==> config.mk <==
export PLATFORM = sky130hd
export DESIGN_NAME = smb_cfg_target
export DESIGN_NICKNAME = d
export VERILOG_FILES = /design/src/rtl/smb_cfg_pkg.sv /design/src/rtl/smb_line_sync.sv /design/src/rtl/smb_reg_bank.sv /design/src/rtl/smb_cfg_target.sv
export SDC_FILE = /design/constraint.sdc
export NUM_CORES = 1
export LEC_CHECK = 0
export ABC_AREA = 1
export CAP_MARGIN = 0
export CELL_PAD_IN_SITES_DETAIL_PLACEMENT = 0
export CELL_PAD_IN_SITES_GLOBAL_PLACEMENT = 1
export CORE_MARGIN = 1
export CORE_UTILIZATION = 39
export CTS_BUF_LIST = sky130_fd_sc_hd__clkbuf_4
export DETAILED_ROUTE_END_ITERATION = 16
export PLACE_DENSITY_LB_ADDON = 0.1
export SLEW_MARGIN = 30
export SYNTH_ARGS = -nofsm -noshare
export SYNTH_HDL_FRONTEND = slang
export SYNTH_SLANG_ARGS = --single-unit
==> constraint.sdc <==
create_clock -name clk -period 4.88 [get_ports clk]
set_clock_uncertainty 0.05 [all_clocks]
set_input_delay 0.976 -clock clk [delete_from_list [all_inputs] [get_ports clk]]
set_output_delay 0.976 -clock clk [all_outputs]
set_load 0.02 [all_outputs]
==> src/rtl/smb_cfg_pkg.sv <==
`timescale 1ns/1ps
package smb_cfg_pkg;
    localparam int NUM_OUT     = 9;
    localparam int FIELD_REGS  = (NUM_OUT + 7) / 8;
    localparam int EN_BASE     = 0;
    localparam int SLEW_BASE   = EN_BASE + FIELD_REGS;
    localparam int AMP_BASE    = SLEW_BASE + FIELD_REGS;
    localparam int ID_IDX      = AMP_BASE + FIELD_REGS;
    localparam int SPARE_IDX   = ID_IDX + 1;
    localparam int COUNT_IDX   = SPARE_IDX + 1;
    localparam int NUM_REGS    = COUNT_IDX + 1;
    localparam int LAST_IDX    = COUNT_IDX;
    localparam int SYNC_STAGES = 2;
    localparam logic [7:0] DEV_ID    = 8'h5A;
    localparam logic [6:0] ADDR_BASE = 7'h68;

    typedef enum logic [2:0] {
        ST_IDLE, ST_ADDR, ST_INDEX, ST_COUNT, ST_WDATA, ST_TX, ST_IGNORE
    } smb_state_e;

    function automatic logic [7:0] field_bits(int i, int base);
        logic [7:0] m;
        m = '0;
        for (int j = 0; j < 8; j++)
            if (i >= base && i < base + FIELD_REGS && (i - base) * 8 + j < NUM_OUT)
                m[j] = 1'b1;
        return m;
    endfunction

    function automatic logic [7:0] reg_mask(int i);
        return field_bits(i, EN_BASE) | field_bits(i, SLEW_BASE) |
               field_bits(i, AMP_BASE) | ((i == COUNT_IDX) ? 8'hFF : 8'h00);
    endfunction

    function automatic logic [7:0] reg_default(int i);
        return field_bits(i, EN_BASE) | field_bits(i, AMP_BASE) |
               ((i == ID_IDX) ? DEV_ID : 8'h00) |
               ((i == COUNT_IDX) ? 8'(NUM_REGS) : 8'h00);
    endfunction

    function automatic logic [6:0] sel_addr(logic [1:0] s);
        case (s)
            2'b01:   return ADDR_BASE + 7'd2;
            2'b10:   return ADDR_BASE + 7'd4;
            default: return ADDR_BASE;
        endcase
    endfunction

    function automatic logic [7:0] next_idx(logic [7:0] i);
        return (i >= 8'(LAST_IDX)) ? 8'h00 : i + 8'd1;
    endfunction
endpackage

==> src/rtl/smb_line_sync.sv <==
`timescale 1ns/1ps
module smb_line_sync
    import smb_cfg_pkg::*;
(
    input  logic clk,
    input  logic rst_n,
    input  logic scl_in,
    input  logic sda_in,
    output logic scl_s,
    output logic sda_s,
    output logic scl_rise,
    output logic scl_fall,
    output logic start_det,
    output logic stop_det
);
    typedef struct packed {
        logic [SYNC_STAGES-1:0] scl_ff;
        logic [SYNC_STAGES-1:0] sda_ff;
        logic                   scl_p;
        logic                   sda_p;
    } sync_t;

    sync_t q, d;

    assign scl_s = q.scl_ff[SYNC_STAGES-1];
    assign sda_s = q.sda_ff[SYNC_STAGES-1];

    always_comb begin
        d        = q;
        d.scl_ff = {q.scl_ff[SYNC_STAGES-2:0], scl_in};
        d.sda_ff = {q.sda_ff[SYNC_STAGES-2:0], sda_in};
        d.scl_p  = scl_s;
        d.sda_p  = sda_s;
    end

    assign scl_rise  = scl_s & ~q.scl_p;
    assign scl_fall  = ~scl_s & q.scl_p;
    assign start_det = scl_s & q.scl_p & q.sda_p & ~sda_s;
    assign stop_det  = scl_s & q.scl_p & ~q.sda_p & sda_s;

    always_ff @(posedge clk or negedge rst_n) begin
        if (!rst_n) q <= '1;
        else        q <= d;
    end
endmodule

==> src/rtl/smb_reg_bank.sv <==
`timescale 1ns/1ps
module smb_reg_bank
    import smb_cfg_pkg::*;
(
    input  logic               clk,
    input  logic               rst_n,
    input  logic               wr_en,
    input  logic [7:0]         wr_idx,
    input  logic [7:0]         wr_data,
    input  logic [7:0]         rd_idx,
    output logic [7:0]         rd_data,
    output logic [NUM_OUT-1:0] out_en,
    output logic [NUM_OUT-1:0] slew_sel,
    output logic [NUM_OUT-1:0] amp_sel,
    output logic [7:0]         count_val
);
    logic [NUM_REGS-1:0][7:0] regs_q, regs_d;

    always_comb begin
        for (int i = 0; i < NUM_REGS; i++) begin
            regs_d[i] = regs_q[i];
            if (wr_en && wr_idx == 8'(i))
                regs_d[i] = (regs_q[i] & ~reg_mask(i)) | (wr_data & reg_mask(i));
        end
    end

    always_ff @(posedge clk or negedge rst_n) begin
        if (!rst_n) begin
            for (int i = 0; i < NUM_REGS; i++) regs_q[i] <= reg_default(i);
        end else begin
            regs_q <= regs_d;
        end
    end

    always_comb begin
        rd_data = '0;
        for (int i = 0; i < NUM_REGS; i++)
            if (rd_idx == 8'(i)) rd_data = regs_q[i];
    end

    for (genvar k = 0; k < NUM_OUT; k++) begin : g_out
        assign out_en[k]   = regs_q[EN_BASE + k / 8][k % 8];
        assign slew_sel[k] = regs_q[SLEW_BASE + k / 8][k % 8];
        assign amp_sel[k]  = regs_q[AMP_BASE + k / 8][k % 8];
    end

    assign count_val = regs_q[COUNT_IDX];
endmodule

==> src/rtl/smb_cfg_target.sv <==
`timescale 1ns/1ps
module smb_cfg_target
    import smb_cfg_pkg::*;
(
    input  logic               clk,
    input  logic               rst_n,
    input  logic               scl_in,
    input  logic               sda_in,
    input  logic [1:0]         addr_sel,
    output logic               sda_drive_low,
    output logic [NUM_OUT-1:0] out_en,
    output logic [NUM_OUT-1:0] slew_sel,
    output logic [NUM_OUT-1:0] amp_sel
);
    typedef struct packed {
        smb_state_e st;
        logic [3:0] bitcnt;
        logic       ack;
        logic [7:0] sh;
        logic [7:0] tx;
        logic       rw;
        logic       nack;
        logic [7:0] idx;
        logic [7:0] remain;
        logic       sda_low;
        logic       latched;
        logic [6:0] addr;
    } fsm_t;

    fsm_t q, d;

    logic       scl_s, sda_s, scl_rise, scl_fall, start_det, stop_det;
    logic       wr_en;
    logic [7:0] wr_idx, wr_data, rd_data, count_val;
    smb_state_e cur_st;
    logic       addr_latched;
    logic [6:0] dev_addr;

    smb_line_sync u_sync (
        .clk       (clk),
        .rst_n     (rst_n),
        .scl_in    (scl_in),
        .sda_in    (sda_in),
        .scl_s     (scl_s),
        .sda_s     (sda_s),
        .scl_rise  (scl_rise),
        .scl_fall  (scl_fall),
        .start_det (start_det),
        .stop_det  (stop_det)
    );

    smb_reg_bank u_bank (
        .clk       (clk),
        .rst_n     (rst_n),
        .wr_en     (wr_en),
        .wr_idx    (wr_idx),
        .wr_data   (wr_data),
        .rd_idx    (q.idx),
        .rd_data   (rd_data),
        .out_en    (out_en),
        .slew_sel  (slew_sel),
        .amp_sel   (amp_sel),
        .count_val (count_val)
    );

    always_comb begin
        d       = q;
        wr_en   = 1'b0;
        wr_idx  = q.idx;
        wr_data = q.sh;

        if (!q.latched) begin
            d.latched = 1'b1;
            d.addr    = sel_addr(addr_sel);
        end

        if (stop_det) begin
            d.st = ST_IDLE; d.sda_low = 1'b0; d.ack = 1'b0; d.bitcnt = '0;
        end else if (start_det) begin
            d.st = ST_ADDR; d.sda_low = 1'b0; d.ack = 1'b0; d.bitcnt = '0;
        end else if (scl_rise) begin
            case (q.st)
                ST_ADDR, ST_INDEX, ST_COUNT, ST_WDATA: begin
                    if (!q.ack && q.bitcnt < 4'd8) begin
                        d.sh     = {q.sh[6:0], sda_s};
                        d.bitcnt = q.bitcnt + 4'd1;
                    end
                end
                ST_TX: begin
                    if (q.ack)                   d.nack   = sda_s;
                    else if (q.bitcnt < 4'd8)    d.bitcnt = q.bitcnt + 4'd1;
                end
                default: ;
            endcase
        end else if (scl_fall) begin
            case (q.st)
                ST_ADDR, ST_INDEX, ST_COUNT, ST_WDATA: begin
                    if (!q.ack && q.bitcnt == 4'd8) begin
                        d.ack     = 1'b1;
                        d.sda_low = 1'b1;
                        case (q.st)
                            ST_ADDR: begin
                                if (q.sh[7:1] == q.addr) begin
                                    d.rw = q.sh[0];
                                end else begin
                                    d.st = ST_IGNORE; d.ack = 1'b0; d.sda_low = 1'b0;
                                end
                            end
                            ST_INDEX: d.idx    = q.sh;
                            ST_COUNT: d.remain = q.sh;
                            default: begin
                                if (q.remain != 8'd0) begin
                                    wr_en    = 1'b1;
                                    d.idx    = next_idx(q.idx);
                                    d.remain = q.remain - 8'd1;
                                end
                            end
                        endcase
                    end else if (q.ack) begin
                        d.ack     = 1'b0;
                        d.bitcnt  = '0;
                        d.sda_low = 1'b0;
                        case (q.st)
                            ST_ADDR: begin
                                if (q.rw) begin
                                    d.st      = ST_TX;
                                    d.tx      = count_val;
                                    d.sda_low = ~count_val[7];
                                end else begin
                                    d.st = ST_INDEX;
                                end
                            end
                            ST_INDEX: d.st = ST_COUNT;
                            default:  d.st = ST_WDATA;
                        endcase
                    end
                end
                ST_TX: begin
                    if (q.ack) begin
                        d.ack    = 1'b0;
                        d.bitcnt = '0;
                        if (q.nack) begin
                            d.st      = ST_IGNORE;
                            d.sda_low = 1'b0;
                        end else begin
                            d.tx      = rd_data;
                            d.sda_low = ~rd_data[7];
                            d.idx     = next_idx(q.idx);
                        end
                    end else if (q.bitcnt == 4'd8) begin
                        d.ack     = 1'b1;
                        d.sda_low = 1'b0;
                    end else if (q.bitcnt != 4'd0) begin
                        d.tx      = {q.tx[6:0], 1'b0};
                        d.sda_low = ~q.tx[6];
                    end
                end
                default: ;
            endcase
        end
    end

    always_ff @(posedge clk or negedge rst_n) begin
        if (!rst_n) begin
            q         <= '0;
            q.st      <= ST_IDLE;
            q.addr    <= ADDR_BASE;
        end else begin
            q <= d;
        end
    end

    assign sda_drive_low = q.sda_low;
    assign cur_st        = q.st;
    assign addr_latched  = q.latched;
    assign dev_addr      = q.addr;
endmodule

==> impl_metrics.tcl <==
set metrics [dict create \
    status "complete, no violations" \
    ys_seq_area_frac 0.4552 \
    slew-limit-headroom 0.5368 \
    holdWs_ps 313.1 \
    synth_top_family_by_area "simple AND/OR/NAND/NOR gates" \
    antenna_found_initial 0 \
    yosys.area.top_type "dfrtp_1" \
    synth_top_cell_area_share 0.3128 \
    avgViaCountPerCell 4.918 \
    regToRegSetupSlack_ps 2100 \
    vias 4038 \
    p_leak_uw 0.002596 \
    layout_common_cells "nand2_1, o21ai_0, inv_1" \
    crit_chain "inv_1, ha_1, nand2_1, nor2_1, inv_1, nor2_2, inv_2, nor3_4, nand2_2, nor2_2, nand2_1, o21ai_0" \
    syn_area_um2 4800 \
    io_pins 34 \
    synth.area.top_cells "dfrtp_1, nand2_1, dfstp_2, o21ai_0, inv_1" \
    syn-num-nets 660 \
    worst-setup-path-type "register to register" \
    p_switching_uw 627.1 \
    yosys_warnings 0 \
    grt.total_usage 0.2063 \
    crit_family "simple AND/OR/NAND/NOR gates" \
    grt_pass1_vias 3889 \
    fin_crit_ps 2782 \
    drcViolationCount 0 \
    ctsHtreeMaxLevel 3 \
    clk_latency_ps 460 \
    critPathBufInv 3 \
    row_count 40 \
    synthMuxAreaShare 0.002086 \
    ant_nets 0 \
    cp_max_fo 31 \
    design_area_um2 5358 \
    p_comb_frac 0.216 \
    portBuffers 33 \
    p_per_area_nw_per_um2 314.4 \
    place.gp.congestion 0.8488 \
    cp-start-kind "register" \
    finalNetCount 685 \
    hold_violations 0 \
    maxCapViolations 0 \
    startpoint "q[44]" \
    setup_tns_ps 0 \
    fin_crit_sh 0.5701 \
    firstDrtPassIters 4 \
    gr-total-overflow 0 \
    required_ps 5220 \
    area_growth_pct 11.63 \
    fmax_ghz 0.3594 \
    cp.depth 12 \
    numCtsBuffers 9 \
    async_flop_share 1.000 \
    clkTransAtPathRegs_ps 120 \
    synth_xor_area_frac 0.009124 \
    grt_max_degree 51 \
    dp_cells 805 \
    die-area_um2 12750 \
    wire_per_inst_um 14.72 \
    die_w_um 112.9 \
    place_hpwl_um 8867 \
    setup_viol 0 \
    synth_edf_count 0 \
    drive_above_1_share 0.09792 \
    start_util 0.3996 \
    avgSynthCellArea_um2 7.453 \
    p_sw_frac 0.3723 \
    hold_buffers 0 \
    end_kind "register" \
    pwr-share-seq 0.543 \
    cts_tree "done" \
    hold_path_class "register to register" \
    reg2reg_depth 12 \
    place_area_um2 5224 \
    synthSimpleGateAreaFrac 0.2638 \
    critPathArrivalTime_ps 3120 \
    synth-compound-area-share 0.1582 \
    drt_iter0_markers 182 \
    ys_ff_latch 86 \
    cts_setup_buffers 0 \
    tightest_slew_ps 692.4 \
    clock_sinks 86 \
    num_antenna_cells 0 \
    ctsResizeCount 0 \
    layout_commonest_cell "nand2_1" \
    p_clk_frac 0.242 \
    rsz0062_at_grt "no" \
    core_um2 12010 \
    rr_startpoint "q[44]" \
    grt_first_pass_wirelength_um 20210 \
    stdcell_count 821 \
    crit_path_end "u_bank.out_en[4]" \
    ys.flop_type "dfrtp_1" \
    root_buffer "clkbuf_4" \
    max_stage_delay_ps 490 \
    cts.path.max_buffers 2 \
    slew_violations 0 \
    drt_wl_total_um 12080 \
    peakVddDrop_uv 164.8 \
    synth-adder-area-share 0.02607 \
    synth_cell_types 40 \
    fp.dieH_um 112.9 \
    reg2reg_to "u_bank.out_en[4]" \
    synth_cells 644 \
    internal_power_uw 1057 \
    cp_slowest_cell "nor2_2" \
]
## worst min path at each step
stage / start / endpoint / slack (ps) / cells past startpoint
after floorplan: u_sync.d[5] / u_sync.scl_s / 300 / 0
after global placement: u_sync.d[5] / u_sync.scl_s / 300 / 0
after detailed placement: u_sync.d[5] / u_sync.scl_s / 300 / 0
after CTS: u_sync.d[5] / u_sync.scl_s / 320 / 0
after global routing: u_sync.d[3] / u_sync.sda_s / 320 / 0
final: u_sync.d[5] / u_sync.scl_s / 310 / 0
## routing by layer
| layer | vias up | routed length (µm) | GRT usage | share of wire |
|---|---|---|---|---|
| met5 | - | 0 | 0 | 0 |
| met4 | 0 | 197 | 0.07544 | 0.016 |
| met3 | 10 | 345 | 0.02892 | 0.029 |
| met2 | 53 | 5563 | 0.3362 | 0.46 |
| met1 | 1861 | 5976 | 0.2809 | 0.49 |
| li1 | 2114 | - | - | - |
## Yosys cell counts, types with 7 or more instances
cell type,instances
nor2_1,38
ha_1,10
a21oi_1,43
o21ai_0,79
o21ai_1,11
inv_2,7
dfrtp_1,60
dfstp_2,26
inv_1,75
nor3_1,10
clkbuf_1,11
nand2_1,201
nand3_1,23
## kinds of logic (layout without fill, tap and decap cells)
family,after synthesis,count (layout)
AOI/OAI and AO/OA,146,146
xor gates and xnor gates,5,5
adders and majority gates,10,10
buffers and inverters,103,133
DFF,86,86
muxes,1,1
other,1,1
and+or+nand+nor,292,292
## metrics by stage
stage	power, µW	setup WS [ps]	util
after detailed placement	1292	2070	0.4349
after CTS	1711	2065	0.4460
after global placement	1285	2203	0.4349
after global routing	1811	1801	0.4460
final	1684	2098	0.4460
after floorplan	1144	2888	-
## power groups by stage
stage	Sequential (µW)	Clock (µW)	Combinational (µW)
6_report	914	407	363
5_1_grt	924	465	422
4_1_cts	914	430	367
3_5_place_dp	927	0	364
3_3_place_gp	924	0	362
2_1_floorplan	831	0	312
## sequential cells by signal, summed over array words and instances, names as in the netlist
name / flops
sda_drive_low: 1
u_bank.slew_sel: 9
u_sync.sda_s: 1
u_sync.scl_s: 1
cur_st: 3
dev_addr: 2
addr_latched: 1
u_sync.d: 2
wr_idx: 8
u_bank.out_en: 9
q: 22
wr_data: 8
u_bank.count_val: 8
u_sync.q: 2
u_bank.amp_sel: 9
## final cells by class
class	count	area (µm²)
multi-input cells	455	2208
inverters	83	311.5
repair buffers	34	335.3
fillers	1267	6654
well taps	147	183.9
clock buffers	11	82.58
clock inverters	5	51.30
flip-flops and latches	86	2185
No activity file was read; power rests on OpenSTA's default activity.
